File: config.mk
export PLATFORM = sky130hd
export DESIGN_NAME = ycc_conv
export DESIGN_NICKNAME = d
export VERILOG_FILES = /design/src/rtl/ycc_pkg.sv /design/src/rtl/ycc_mult_stage.sv /design/src/rtl/ycc_sum_stage.sv /design/src/rtl/ycc_clamp_stage.sv /design/src/rtl/ycc_conv.sv
export SDC_FILE = /design/constraint.sdc
export NUM_CORES = 1
export LEC_CHECK = 0
export BUFFER_PORTS_ARGS = -buffer_cell sky130_fd_sc_hd__clkbuf_2
export CAP_MARGIN = 0
export CORE_MARGIN = 2
export CORE_UTILIZATION = 33
export DETAILED_ROUTE_END_ITERATION = 16
export GPL_TIMING_DRIVEN = 0
export HOLD_SLACK_MARGIN = 0.1
export MAX_ROUTING_LAYER = met4
export PLACE_DENSITY = 0.52
export RECOVER_POWER = 25
export SYNTH_ARGS = -nofsm -noshare
export SYNTH_HDL_FRONTEND = slang
export SYNTH_SLANG_ARGS = --single-unit
File: constraint.sdc
create_clock -name clk -period 6.9 [get_ports clk]
set_input_delay 0.69 -clock clk [delete_from_list [all_inputs] [get_ports clk]]
set_output_delay 0.69 -clock clk [all_outputs]
set_load 0.01 [all_outputs]
File: src/rtl/ycc_pkg.sv
package ycc_pkg;

    localparam int FRAC  = 10;
    localparam int NCH   = 3;
    localparam int NTERM = 3;
    localparam int HALF  = 1 << (FRAC - 1);
    localparam int ROUND = 1 << (FRAC - 1);

    // channel index: 0 luma, 1 blue difference, 2 red difference
    // term index:    0 red,  1 green,           2 blue
    function automatic int coef(input int ch, input int t);
        case (ch * NTERM + t)
            0:       return 306;
            1:       return 601;
            2:       return 116;
            3:       return 173;
            4:       return 339;
            5:       return HALF;
            6:       return HALF;
            7:       return 429;
            default: return 83;
        endcase
    endfunction

    function automatic bit subtract(input int ch, input int t);
        if (ch == 1) return (t != 2);
        if (ch == 2) return (t != 0);
        return 1'b0;
    endfunction

    function automatic int offset(input int ch);
        return (ch == 0) ? 0 : 128;
    endfunction

endpackage

File: src/rtl/ycc_mult_stage.sv
module ycc_mult_stage #(
    parameter int DW = 8,
    localparam int PW = DW + ycc_pkg::FRAC
) (
    input  logic                      clk,
    input  logic                      rst,
    input  logic                      in_valid,
    input  logic [2:0][DW-1:0]        in_pix,
    output logic                      out_valid,
    output logic [2:0][2:0][PW-1:0]   out_prod
);
    typedef struct packed {
        logic                    valid;
        logic [2:0][2:0][PW-1:0] prod;
    } mul_st_t;

    mul_st_t                 st_d, st_q;
    logic [2:0][2:0][PW-1:0] prod_c;

    for (genvar ch = 0; ch < ycc_pkg::NCH; ch++) begin : g_ch
        for (genvar t = 0; t < ycc_pkg::NTERM; t++) begin : g_term
            localparam int K = ycc_pkg::coef(ch, t);
            if (K == ycc_pkg::HALF) begin : g_half
                // half weight: shift right by one, realigned to the 2^FRAC scale
                assign prod_c[ch][t] = {1'b0, in_pix[t], {(ycc_pkg::FRAC - 1){1'b0}}};
            end else begin : g_mul
                assign prod_c[ch][t] = PW'(in_pix[t]) * PW'(K);
            end
        end
    end

    always_comb begin
        st_d       = st_q;
        st_d.valid = in_valid;
        if (in_valid) st_d.prod = prod_c;
    end

    always_ff @(posedge clk) begin
        if (rst) st_q <= '0;
        else     st_q <= st_d;
    end

    assign out_valid = st_q.valid;
    assign out_prod  = st_q.prod;
endmodule

File: src/rtl/ycc_sum_stage.sv
module ycc_sum_stage #(
    parameter int DW = 8,
    localparam int PW = DW + ycc_pkg::FRAC,
    localparam int SW = PW + 2
) (
    input  logic                    clk,
    input  logic                    rst,
    input  logic                    in_valid,
    input  logic [2:0][2:0][PW-1:0] in_prod,
    output logic                    out_valid,
    output logic [2:0][SW-1:0]      out_sum
);
    typedef struct packed {
        logic                 valid;
        logic [2:0][SW-1:0]   sum;
    } sum_st_t;

    sum_st_t st_d, st_q;

    always_comb begin
        logic signed [SW-1:0] acc;
        st_d       = st_q;
        st_d.valid = in_valid;
        for (int ch = 0; ch < ycc_pkg::NCH; ch++) begin
            acc = SW'(ycc_pkg::ROUND);
            for (int t = 0; t < ycc_pkg::NTERM; t++) begin
                if (ycc_pkg::subtract(ch, t))
                    acc = acc - $signed({2'b00, in_prod[ch][t]});
                else
                    acc = acc + $signed({2'b00, in_prod[ch][t]});
            end
            if (in_valid) st_d.sum[ch] = acc;
        end
    end

    always_ff @(posedge clk) begin
        if (rst) st_q <= '0;
        else     st_q <= st_d;
    end

    assign out_valid = st_q.valid;
    assign out_sum   = st_q.sum;
endmodule

File: src/rtl/ycc_clamp_stage.sv
module ycc_clamp_stage #(
    parameter int DW = 8,
    localparam int PW = DW + ycc_pkg::FRAC,
    localparam int SW = PW + 2
) (
    input  logic               clk,
    input  logic               rst,
    input  logic               in_valid,
    input  logic [2:0][SW-1:0] in_sum,
    output logic               out_valid,
    output logic [2:0][DW-1:0] out_pix
);
    localparam logic signed [SW-1:0] TOP = SW'((1 << DW) - 1);

    typedef struct packed {
        logic               valid;
        logic [2:0][DW-1:0] pix;
    } clp_st_t;

    clp_st_t st_d, st_q;

    always_comb begin
        logic signed [SW-1:0] q;
        st_d       = st_q;
        st_d.valid = in_valid;
        for (int ch = 0; ch < ycc_pkg::NCH; ch++) begin
            q = $signed(in_sum[ch]) >>> ycc_pkg::FRAC;
            q = q + SW'(ycc_pkg::offset(ch));
            if (in_valid) begin
                if (q < 0)        st_d.pix[ch] = '0;
                else if (q > TOP) st_d.pix[ch] = '1;
                else              st_d.pix[ch] = q[DW-1:0];
            end
        end
    end

    always_ff @(posedge clk) begin
        if (rst) st_q <= '0;
        else     st_q <= st_d;
    end

    assign out_valid = st_q.valid;
    assign out_pix   = st_q.pix;
endmodule

File: src/rtl/ycc_conv.sv
module ycc_conv #(
    parameter int DW = 8
) (
    input  logic          clk,
    input  logic          rst,
    input  logic          in_valid,
    input  logic [DW-1:0] in_r,
    input  logic [DW-1:0] in_g,
    input  logic [DW-1:0] in_b,
    output logic          out_valid,
    output logic [DW-1:0] out_y,
    output logic [DW-1:0] out_cb,
    output logic [DW-1:0] out_cr
);
    localparam int PW = DW + ycc_pkg::FRAC;
    localparam int SW = PW + 2;

    logic [2:0][DW-1:0]        pix_in;
    logic                      mul_v, sum_v;
    logic [2:0][2:0][PW-1:0]   mul_p;
    logic [2:0][SW-1:0]        sum_s;
    logic [2:0][DW-1:0]        pix_out;

    assign pix_in = {in_b, in_g, in_r};

    ycc_mult_stage #(.DW(DW)) u_mul (
        .clk(clk), .rst(rst),
        .in_valid(in_valid), .in_pix(pix_in),
        .out_valid(mul_v), .out_prod(mul_p)
    );

    ycc_sum_stage #(.DW(DW)) u_sum (
        .clk(clk), .rst(rst),
        .in_valid(mul_v), .in_prod(mul_p),
        .out_valid(sum_v), .out_sum(sum_s)
    );

    ycc_clamp_stage #(.DW(DW)) u_clp (
        .clk(clk), .rst(rst),
        .in_valid(sum_v), .in_sum(sum_s),
        .out_valid(out_valid), .out_pix(pix_out)
    );

    assign out_y  = pix_out[0];
    assign out_cb = pix_out[1];
    assign out_cr = pix_out[2];
endmodule

==> impl_results.html <==
<table>
<tr><th>Metric</th><th>Value</th></tr>
<tr><th colspan="2">Outcome</th></tr>
<tr><td>Outcome</td><td>completed</td></tr>
<tr><th colspan="2">Synth</th></tr>
<tr><td>Seq/Total Area, Yosys</td><td>0.2050</td></tr>
<tr><td>Top cells by instance count after synthesis</td><td>sky130_fd_sc_hd__ha_1 (341), sky130_fd_sc_hd__inv_1 (268), sky130_fd_sc_hd__dfxtp_1 (174)</td></tr>
<tr><td>Syn avg cell area</td><td>roughly 9 µm²</td></tr>
<tr><td>Synthesized flop and latch total</td><td>roughly 170</td></tr>
<tr><td>Synth cell types</td><td>68</td></tr>
<tr><td>Synth Cell Area</td><td>between 15000 and 20000 µm²</td></tr>
<tr><td>Share of flip-flops with an asynchronous set or reset after synthesis</td><td>0</td></tr>
<tr><td>Post-synth EDFFs</td><td>0</td></tr>
<tr><td>Most repeated cell in the gate-level netlist after synthesis</td><td>sky130_fd_sc_hd__ha_1</td></tr>
<tr><td>Mapped Cells</td><td>1913</td></tr>
<tr><td>Most common flop cell mapped by yosys</td><td>sky130_fd_sc_hd__dfxtp_1</td></tr>
<tr><td>Syn Nets</td><td>2381</td></tr>
<tr><td>Top-area cell type share of the netlist area</td><td>0.2511</td></tr>
<tr><td>Yosys warning count</td><td>0</td></tr>
<tr><td>Cell types with the largest area share after synthesis</td><td>sky130_fd_sc_hd__ha_1 (25%), sky130_fd_sc_hd__dfxtp_1 (21%), sky130_fd_sc_hd__fa_1 (12%)</td></tr>
<tr><td>Biggest area consumer among synthesized cells</td><td>sky130_fd_sc_hd__ha_1</td></tr>
<tr><th colspan="2">Final layout</th></tr>
<tr><td>Antenna Diode Count</td><td>0</td></tr>
<tr><td>Share of post-route cells with drive strength above 1</td><td>0.03713</td></tr>
<tr><td>Layout filler cell count</td><td>5321</td></tr>
<tr><td>Number of nets in the final layout</td><td>approximately 2400</td></tr>
<tr><td>Number of non-filler instances in the completed layout</td><td>between 2000 and 3000</td></tr>
<tr><td>Syn-to-layout area delta</td><td>9.831%</td></tr>
<tr><th colspan="2">Setup path</th></tr>
<tr><td>Count of cells along the worst register-to-register path</td><td>16</td></tr>
<tr><td>CP Max Fanout</td><td>8</td></tr>
<tr><td>Crit start category</td><td>input port</td></tr>
<tr><td>Critical path start-end classification</td><td>in2reg</td></tr>
<tr><td>Required @ worst endpoint</td><td>between 7000 and 8000 ps</td></tr>
<tr><td>Setup slack on the worst flop-to-flop path</td><td>between 2000 and 2500 ps</td></tr>
<tr><td>Endpoint arrival time on the critical path</td><td>approximately 5000 ps</td></tr>
<tr><td>Category of the worst setup path capture point</td><td>register</td></tr>
<tr><td>Terminus of the critical flop-to-flop path</td><td>u_sum.out_sum[38]$_SDFFE_PP0P_</td></tr>
<tr><td>Worst flop-to-flop path startpoint</td><td>u_mul.out_prod[1]$_SDFFE_PP0P_</td></tr>
<tr><th colspan="2">GRT</th></tr>
<tr><td>GRT Resource Usage Total</td><td>0.1980</td></tr>
<tr><td>Vias in the first global route</td><td>about 14000</td></tr>
<tr><td>Initial antenna violation count</td><td>0</td></tr>
<tr><td>Maximum number of pins on one net before global-route repair</td><td>17</td></tr>
<tr><td>Sum of overflow across all layers after global routing</td><td>0</td></tr>
<tr><td>Global-route wire length before repair</td><td>slightly below 80 mm</td></tr>
<tr><th colspan="2">Worst hold path</th></tr>
<tr><td>Hold worst-path end</td><td>u_sum.out_sum[11]$_SDFFE_PP0P_</td></tr>
<tr><td>Instance count along the most critical hold path</td><td>2</td></tr>
<tr><td>Worst min-delay path category</td><td>reg2reg</td></tr>
<tr><td>Start point of the worst hold path</td><td>u_sum.out_sum[11]$_SDFFE_PP0P_</td></tr>
<tr><th colspan="2">Placement</th></tr>
<tr><td>Weighted congestion reported at the end of routability-driven placement</td><td>around 0.90</td></tr>
<tr><td>Sum of net half-perimeters after detailed placement</td><td>~40 mm</td></tr>
<tr><td>Worst Setup Slack post-DPL</td><td>roughly 1700 ps</td></tr>
<tr><td>Cell Count Post-Placement</td><td>around 2600</td></tr>
<tr><td>IO buf count</td><td>49</td></tr>
<tr><th colspan="2">STA</th></tr>
<tr><td>Actual slew at the worst max-slew pin</td><td>about 1100 ps</td></tr>
<tr><td>Time the worst path needs with I/O delays and setup</td><td>~4700 ps</td></tr>
<tr><td>Post-Route Skew</td><td>between 15 and 20 ps</td></tr>
<tr><td>Setup-failing EPs final</td><td>0</td></tr>
<tr><td>Worst hold margin</td><td>around 460 ps</td></tr>
<tr><td>Maximum operating frequency</td><td>211.3 MHz</td></tr>
<tr><td>TNS Setup</td><td>0 ps</td></tr>
<tr><td>Worst slew slack as a fraction of its limit</td><td>0.2519</td></tr>
<tr><td>Period Utilization, post-route</td><td>0.6857</td></tr>
<tr><td>Post-layout worst setup margin</td><td>around 2200 ps</td></tr>
<tr><td>Final number of max-transition violations</td><td>0</td></tr>
<tr><td>Unrepaired setup endpoints after global routing</td><td>false</td></tr>
<tr><td>Count of final hold-check violations</td><td>0</td></tr>
<tr><th colspan="2">Die</th></tr>
<tr><td>Die Outline Area</td><td>roughly 53000 µm²</td></tr>
<tr><td>Number of top-level pins</td><td>between 50 and 60</td></tr>
<tr><td>X dimension of the die</td><td>230.9 µm</td></tr>
<tr><td>Die Ht</td><td>roughly 230 µm</td></tr>
<tr><td>Core outline area</td><td>~51000 µm²</td></tr>
<tr><td>Starting Density</td><td>0.3325</td></tr>
<tr><td>Count of standard-cell rows</td><td>83</td></tr>
<tr><th colspan="2">Detailed routing</th></tr>
<tr><td>Vias per std cell</td><td>5.110</td></tr>
<tr><td>DRC violation total after the first TritonRoute iteration</td><td>736</td></tr>
<tr><td>Number of detailed-routing iterations run before antenna repair</td><td>5</td></tr>
<tr><td>Remaining design rule violation count</td><td>0</td></tr>
<tr><td>Wire per inst</td><td>about 19 µm</td></tr>
<tr><td>Via total after detailed routing</td><td>~14000</td></tr>
<tr><td>Final WL</td><td>around 50 mm</td></tr>
<tr><td>DRT antenna net count</td><td>0</td></tr>
<tr><th colspan="2">Power</th></tr>
<tr><td>Maximum vdd drop</td><td>between 0.2 and 0.25 mV</td></tr>
<tr><td>Pwr dens</td><td>about 350 nW/µm²</td></tr>
<tr><td>P_leak</td><td>a little under 9 nW</td></tr>
<tr><th colspan="2">CTS</th></tr>
<tr><td>Clock slew at reported path FFs</td><td>roughly 80 ps</td></tr>
<tr><td>Clock sink count</td><td>174</td></tr>
<tr><td>Number of buffers inserted during clock tree synthesis</td><td>17</td></tr>
<tr><td>Hold buffers post-CTS</td><td>0</td></tr>
<tr><td>Clock tree from TritonCTS</td><td>done</td></tr>
<tr><td>H-tree depth reported by CTS</td><td>4</td></tr>
<tr><td>Clock latency of the later-clocked register in the worst-skew pair</td><td>450 ps</td></tr>
<tr><td>Buffer type at the clock tree root</td><td>sky130_fd_sc_hd__clkbuf_16</td></tr>
<tr><td>Cells resized by post-CTS repair</td><td>0</td></tr>
<tr><td>Clock Path Buffers</td><td>2</td></tr>
<tr><td>Number of buffers inserted by post-CTS setup repair</td><td>0</td></tr>
<tr><th colspan="2">Flow run</th></tr>
<tr><td>Max-capacitance violation count</td><td>0</td></tr>
</table>
==> routing by layer <==
layer | GRT usage | vias to the layer above | wire, µm
met2 | 0.3316 | 316 | 23640
li1 | - | 6720 | -
met1 | 0.2576 | 6572 | 23390
met4 | 0.04254 | 0 | 870
met5 | - | - | 0
met3 | 0.02100 | 50 | 2001
==> worst max-delay path by stage <==
stage | from | endpoint | slack, ps | cells past startpoint
4_1_cts | in_g[2] | u_mul.out_prod[141]$_SDFFE_PP0P_ | 2120 | 16
5_1_grt | in_g[2] | u_mul.out_prod[141]$_SDFFE_PP0P_ | 1950 | 16
6_report | in_g[2] | u_mul.out_prod[141]$_SDFFE_PP0P_ | 2170 | 16
2_1_floorplan | in_g[2] | u_mul.out_prod[141]$_SDFFE_PP0P_ | 2700 | 15
3_5_place_dp | in_g[2] | u_mul.out_prod[141]$_SDFFE_PP0P_ | 1670 | 16
3_3_place_gp | in_g[2] | u_mul.out_prod[141]$_SDFFE_PP0P_ | 1720 | 16
==> sequential cells by signal, summed over array words and instances (netlist names) <==
register / cells
u_clp.out_valid: 1
u_sum.out_valid: 1
u_sum.out_sum: 30
u_clp.out_pix: 24
u_mul.out_prod: 117
u_mul.out_valid: 1
==> per-stage QoR <==
stage	power, W	area [µm²]	utilization
5_1_grt	0.007110	18660	0.3652
6_report	0.006518	18660	0.3652
3_5_place_dp	0.005427	18090	0.3540
4_1_cts	0.006497	18690	0.3659
2_1_floorplan	0.004302	16990	-
3_3_place_gp	0.005375	18090	0.3540
==> logic make-up (layout without fill, tap and decap cells) <==
group,count (synthesis),after routing,share of synthesized area
and+or+nand+nor,468,468,0.1343
adders and majority gates,441,441,0.3690
AOI/OAI and AO/OA,353,353,0.1347
buffers and inverters,323,403,0.07195
DFF,174,174,0.2050
xor gates and xnor gates,79,79,0.04073
muxes,75,75,0.04433
==> layout by cell type (no fill, tap or decap), drive strengths merged, types with 7 or more instances in the layout <==
cell    Yosys  routed
xor2       26      26
a211oi     19      19
o311ai     11      11
o21a       21      21
xnor2      53      53
nand3      44      44
clkbuf     35     105
a31oi      12      12
nand4      10      10
or3        15      15
nor3       39      39
a21boi      9       9
o21ai      81      81
buf        19      16
a21oi     106     106
ha        341     341
a21o       36      36
fa        100     100
mux2i      73      73
nand2b     34      34
nand2      93      93
o31ai       8       8
nand3b     11      11
dfxtp     174     174
and3       14      14
nor2      154     154
inv       268     275
nor2b      17      17
nor4b       7       7
==> area by class of cell <==
cell class / count / area (µm²) / share of cell area
Tap cell: 680 / 850.8 / 0.04559
Multi-Input combinational cell: 1416 / 12280 / 0.6583
Sequential cell: 174 / 3483 / 0.1867
Clock inverter: 13 / 177.7 / 0.009521
Timing Repair Buffer: 49 / 212.7 / 0.01140
Inverter: 269 / 1010 / 0.05411
Clock buffer: 18 / 429.2 / 0.02300
Buffer: 54 / 212.7 / 0.01140
==> power breakdown <==
part	internal (W)	leakage, nW	switching [W]	total [W]
clock	0.000578	0.291	0.000460	0.00104
sequential	0.00121	1.43	0.000167	0.00138
combinational	0.00168	7.18	0.00243	0.00410
==> worst max-delay path, cell delays in order <==
cell and delay, ps:
sky130_fd_sc_hd__clkbuf_2 320, sky130_fd_sc_hd__ha_1 430, sky130_fd_sc_hd__inv_1 120, sky130_fd_sc_hd__fa_1 520, sky130_fd_sc_hd__inv_1 50, sky130_fd_sc_hd__fa_1 470
sky130_fd_sc_hd__inv_1 60, sky130_fd_sc_hd__fa_1 540, sky130_fd_sc_hd__inv_1 50, sky130_fd_sc_hd__ha_1 330, sky130_fd_sc_hd__o21a_1 120, sky130_fd_sc_hd__a21oi_1 320
sky130_fd_sc_hd__a211oi_1 130, sky130_fd_sc_hd__a211oi_1 380, sky130_fd_sc_hd__mux2_2 420, sky130_fd_sc_hd__a21oi_1 150
(Power assumes the default switching activity.)
